<file path="src/rtl/best2_search.sv">
module best2_search #(
  parameter int P    = 16,
  parameter int W    = 16,
  parameter int IDXW = 10
) (
  input  logic            clk,
  input  logic            rst_n,
  input  logic            blk_valid,
  input  logic            blk_last,
  input  logic [P-1:0]    lane_ok,
  input  logic [P*W-1:0]  lane_val,
  output logic            res_valid,
  output logic            res_found,
  output logic [W-1:0]    res_best,
  output logic [W-1:0]    res_second,
  output logic [IDXW-1:0] res_index
);
  localparam int LW  = $clog2(P);
  localparam int S   = (LW + 1) / 2;
  localparam int LAT = 2 * S;
  localparam int DLY = LAT - S + 1;
  localparam int BW  = IDXW - LW;
  localparam logic [W-1:0] NEG = {1'b1, {(W-1){1'b0}}};

  typedef struct packed {
    logic            v;
    logic [W-1:0]    b;
    logic [W-1:0]    s;
    logic [IDXW-1:0] i;
  } tup_t;

  // a wins ties, so a must hold the lower object numbers
  function automatic tup_t mrg(input tup_t a, input tup_t c);
    tup_t w, l, o;
    logic aw;
    aw = a.v && (!c.v || ($signed(a.b) >= $signed(c.b)));
    w  = aw ? a : c;
    l  = aw ? c : a;
    o  = w;
    o.v = a.v | c.v;
    if (l.v && ($signed(l.b) > $signed(w.s))) o.s = l.b;
    return o;
  endfunction

  tup_t nd [1:2*P-1];

  for (genvar n = P; n < 2*P; n++) begin : g_leaf
    assign nd[n] = '{v: lane_ok[n-P],
                     b: lane_ok[n-P] ? lane_val[(n-P)*W +: W] : NEG,
                     s: NEG,
                     i: IDXW'(n-P)};
  end

  for (genvar n = 1; n < P; n++) begin : g_node
    localparam int D  = $clog2(n + 1) - 1;
    localparam int LV = LW - D;
    tup_t m;
    assign m = mrg(nd[2*n], nd[2*n+1]);
    if ((LV % 2 == 0) || (D == 0)) begin : g_reg
      tup_t r;
      always_ff @(posedge clk) r <= m;
      assign nd[n] = r;
    end else begin : g_comb
      assign nd[n] = m;
    end
  end

  logic [S-1:0]  pv, pl;
  logic [BW-1:0] pb [S];
  logic [BW-1:0] bcnt;
  logic [DLY-1:0] dv;
  tup_t dl [DLY];
  tup_t tin, acc, nx;

  always_ff @(posedge clk or negedge rst_n) begin
    if (!rst_n) begin
      pv   <= '0;
      dv   <= '0;
      bcnt <= '0;
    end else begin
      pv[0] <= blk_valid;
      dv[0] <= pv[S-1] & pl[S-1];
      for (int k = 1; k < S; k++) pv[k] <= pv[k-1];
      for (int k = 1; k < DLY; k++) dv[k] <= dv[k-1];
      if (blk_valid) bcnt <= blk_last ? '0 : bcnt + 1'b1;
    end
  end

  always_comb begin
    tin   = nd[1];
    tin.i = nd[1].i | {pb[S-1], {LW{1'b0}}};
    nx    = (pb[S-1] == '0) ? tin : mrg(acc, tin);
  end

  always_ff @(posedge clk) begin
    pl[0] <= blk_last;
    pb[0] <= bcnt;
    for (int k = 1; k < S; k++) begin
      pl[k] <= pl[k-1];
      pb[k] <= pb[k-1];
    end
    if (pv[S-1]) acc <= nx;
    dl[0] <= nx;
    for (int k = 1; k < DLY; k++) dl[k] <= dl[k-1];
  end

  assign res_valid  = dv[DLY-1];
  assign res_found  = dl[DLY-1].v;
  assign res_best   = dl[DLY-1].b;
  assign res_second = dl[DLY-1].s;
  assign res_index  = dl[DLY-1].i;
endmodule

</file>
<file path="config.mk">
export PLATFORM = sky130hd
export DESIGN_NAME = best2_search
export DESIGN_NICKNAME = d
export VERILOG_FILES = /design/src/rtl/best2_search.sv
export SDC_FILE = /design/constraint.sdc
export NUM_CORES = 2
export LEC_CHECK = 0
export BUFFER_PORTS_ARGS = -buffer_cell sky130_fd_sc_hd__buf_2
export CORE_MARGIN = 2
export CORE_UTILIZATION = 57
export CTS_CLUSTER_DIAMETER = 200
export CTS_CLUSTER_SIZE = 40
export DETAILED_ROUTE_END_ITERATION = 7
export GPL_TIMING_DRIVEN = 0
export HOLD_SLACK_MARGIN = 0.15
export PLACE_DENSITY = 0.78
export SKIP_LAST_GASP = 1
export SLEW_MARGIN = 20
export SYNTH_ARGS = -nofsm -noshare
export SYNTH_HDL_FRONTEND = slang
export SYNTH_SLANG_ARGS = --single-unit
export TNS_END_PERCENT = 1
</file>
<file path="constraint.sdc">
create_clock -name clk -period 10.8 [get_ports clk]
set_input_delay 0.54 -clock clk [delete_from_list [all_inputs] [get_ports clk]]
set_output_delay 0.54 -clock clk [all_outputs]
set_load 0.03 [all_outputs]
</file>
==> results.py <==
metrics = {
    "setup_path": {
        "cpMaxStageDelayCell": "a2111oi_0",
        "ff2ff_path_depth": 31,
        "endpoint_kind": "flip-flop",
        "path_buf_inv": 8,
        "r2r_setup_slack_ns": 1.88,
        "path_class": "in -> reg",
        "critical_path_depth": 35,
        "startpoint": "lane_ok[9]",
        "crit_path_start_kind": "input pin",
        "worstPathArrival_ns": 10.03,
        "cp_max_fo": 10,
        "reg2reg_to": "g_node[1].g_reg.r[24]",
        "required_ns": 11.19,
        "slowest_delay_ns": 0.65,
        "crit_top_cell": "clkbuf_1",
        "r2r-start": "g_node[7].g_reg.r[41]",
        "critPathTopFamily": "compound AO/OA/AOI/OAI gates",
    },
    "sta": {
        "clock_skew_ns": 0.0363,
        "max_slew_margin": 0.315,
        "rsz0062_at_grt": "false",
        "hold_viol": 0,
        "worst_pin_slew_ns": 1.02,
        "fin_crit_sh": 0.893,
        "setup_tns_ns": 0,
        "drv_slew": 0,
        "fmax_mhz": 104,
        "worst_slack_ns": 1.16,
        "setup_viol": 0,
        "fin_crit_ns": 9.64,
    },
    "finish": {
        "area.sequential_um2": 7970,
        "drive_gt1_frac": 0.138,
        "area_growth_pct": 9.60,
        "multi_input_area_um2": 19600,
        "fill_cells": 4564,
        "diodes": 0,
        "layout.nets": 4423,
    },
    "grt": {
        "grt_start_max_net_pins": 42,
        "antenna_found_initial": 1,
        "grt_pass1_vias": 25100,
        "grt_overflow_total": 0,
        "grt_usage": 0.311,
        "grt_pass1_wl_um": 135000,
    },
    "synth": {
        "syn_avg_cell_area_um2": 8.66,
        "yosys_warnings": 0,
        "syn_nets": 4091,
        "synth_top_flop_cell": "dfxtp_1",
        "yosys-top-cells-area": "dfxtp_1, ha_1, mux2i_1",
        "async_flop_share": 0.0294,
        "syn_area_um2": 29700,
        "synth_cell_types": 77,
        "synth_most_common_cell": "mux2i_1",
        "yosys.area.top_type": "dfxtp_1",
        "yosysSeqAreaShare": 0.268,
        "postSynthCellCount": 3434,
        "synth_common_cells": "mux2i_1, ha_1, dfxtp_1",
        "yosys.area.top_type_share": 0.215,
        "synth_edf_count": 43,
        "ys_ff_latch": 374,
    },
    "run_status": {
        "status": "finished, final reports clean",
    },
    "power": {
        "p_comb_frac": 0.711,
        "internal_power_mw": 5.36,
        "pwr-share-seq": 0.229,
        "power.share.clock": 0.060,
        "p_leak_nw": 16.1,
        "p_sw_mw": 5.24,
        "ir_drop_uv": 409,
        "finalPower_mw": 10.6,
        "switching_share": 0.495,
        "p_per_area_nw_per_um2": 325,
    },
    "min_path": {
        "min_to": "pl[0]",
        "holdCritStartpoint": "blk_last",
        "hold_path_class": "in -> reg",
        "holdPathStages": 1,
    },
    "clock_tree": {
        "cts_htree_levels": 1,
        "clk_pin_slew_ns": 0.13,
        "cts_sinks": 374,
        "clockRootBuffer": "clkbuf_16",
        "cts_tree": "built",
        "cts.path.max_buffers": 3,
        "cts-resized-gates": 0,
        "cts-buffers-inserted": 13,
        "worst_skew_pair.late_latency_ns": 0.53,
    },
    "floorplanning": {
        "dieHeight_um": 232,
        "rows": 83,
        "initial_core_util": 0.579,
        "dieArea_um2": 54000,
        "core_area_um2": 51400,
        "boundaryPins": 320,
        "fp.dieW_um": 232,
    },
    "route": {
        "initialDrtViolationCount": 2754,
        "drc": 0,
        "vias": 26900,
        "dr.pass1.iters": 6,
        "ant_nets": 0,
        "wirelength_um": 87300,
        "wl_per_cell_um": 19.6,
        "vias_per_cell": 6.05,
    },
    "placement": {
        "gp_congestion": 1.02,
        "place_hpwl_um": 72800,
        "pre_cts_slack_ns": 0.872,
        "io_buffers": 314,
    },
    "run": {
        "cap_violations": 0,
    },
}
[power by group through the flow]
stage	Sequential (mW)	Combinational [mW]	Clock, mW
6_report	2.43	7.53	0.637
3_3_place_gp	2.43	7.20	0
4_1_cts	2.42	7.36	0.652
3_5_place_dp	2.45	7.33	0
2_1_floorplan	2.31	5.49	0
5_1_grt	2.47	8.19	0.695
[registers in the layout, indices dropped and copies added (netlist names)]
name and count:
acc 43, bcnt 6, dl 129, dv 3
g_node.g_reg.r 177, pb 12, pl 2, pv 2
[cells by family after synthesis]
group,Yosys count,synth area share
compound gates,733,0.166
xor+xnor,6,0.00177
simple gates,904,0.151
fa+ha+maj,381,0.160
buf+inv,510,0.0732
flops,374,0.268
mux,526,0.180
[cell type report]
class                   count  share of cell area
plain buffers             200              0.0311
clock buffers              19              0.0107
clock inverters             2             0.00119
inverters                 310              0.0357
multi-input cells        2550               0.601
flip-flops and latches    374               0.245
well taps                 680              0.0261
repair buffers            317              0.0494
[cells in the final DEF (no fill, tap or decap), types with 23 or more instances in the layout]
cell type	n
nor2b_1	26
a21oi_1	224
mux2i_1	462
mux2_2	56
buf_2	364
nand2b_1	34
dfxtp_1	320
o21ai_1	24
o22ai_1	24
o22a_1	98
o21ai_0	109
nor2_1	176
ha_1	381
nand2_1	286
inv_1	303
edfxtp_1	43
nor4_1	26
nand3_1	55
o221ai_1	27
nor3_1	23
buf_4	47
a21o_1	41
and2_1	154
o21a_1	35
clkbuf_1	96
nand4_1	62
[through the flow]
stage / hold WS [ns] / util / area (um^2) / std cells
after floorplan: 0.244 / - / 29700 / 3434
final: 0.209 / 0.634 / 32600 / 4452
after global placement: 0.310 / 0.626 / 32200 / 4428
after global routing: 0.188 / 0.634 / 32600 / 4452
after CTS: 0.190 / 0.634 / 32600 / 4452
after detailed placement: 0.312 / 0.626 / 32200 / 4429
[how the worst max path moves through the flow]
stage                             to  slack [ns]
3_5_place_dp   g_node[6].g_reg.r[24]        0.87
5_1_grt        g_node[6].g_reg.r[24]        0.61
3_3_place_gp   g_node[6].g_reg.r[14]        0.93
2_1_floorplan  g_node[6].g_reg.r[14]        2.99
4_1_cts        g_node[6].g_reg.r[24]        1.39
6_report       g_node[6].g_reg.r[24]        1.16
[metal layers]
metal  share of wire  vias to the layer above  track usage
met2            0.45                     1144        0.502
met3           0.074                      210       0.0400
met4           0.039                        2        0.106
li1                -                    13000            -
met5        0.000092                        -            0
met1            0.44                    12600        0.428
[what timing repair did]
item                      CTS  global route
buffers inserted            0             0
hold buffers                2             0
hold endpoints to repair   12             0
Power figures use the tool's default switching activity.
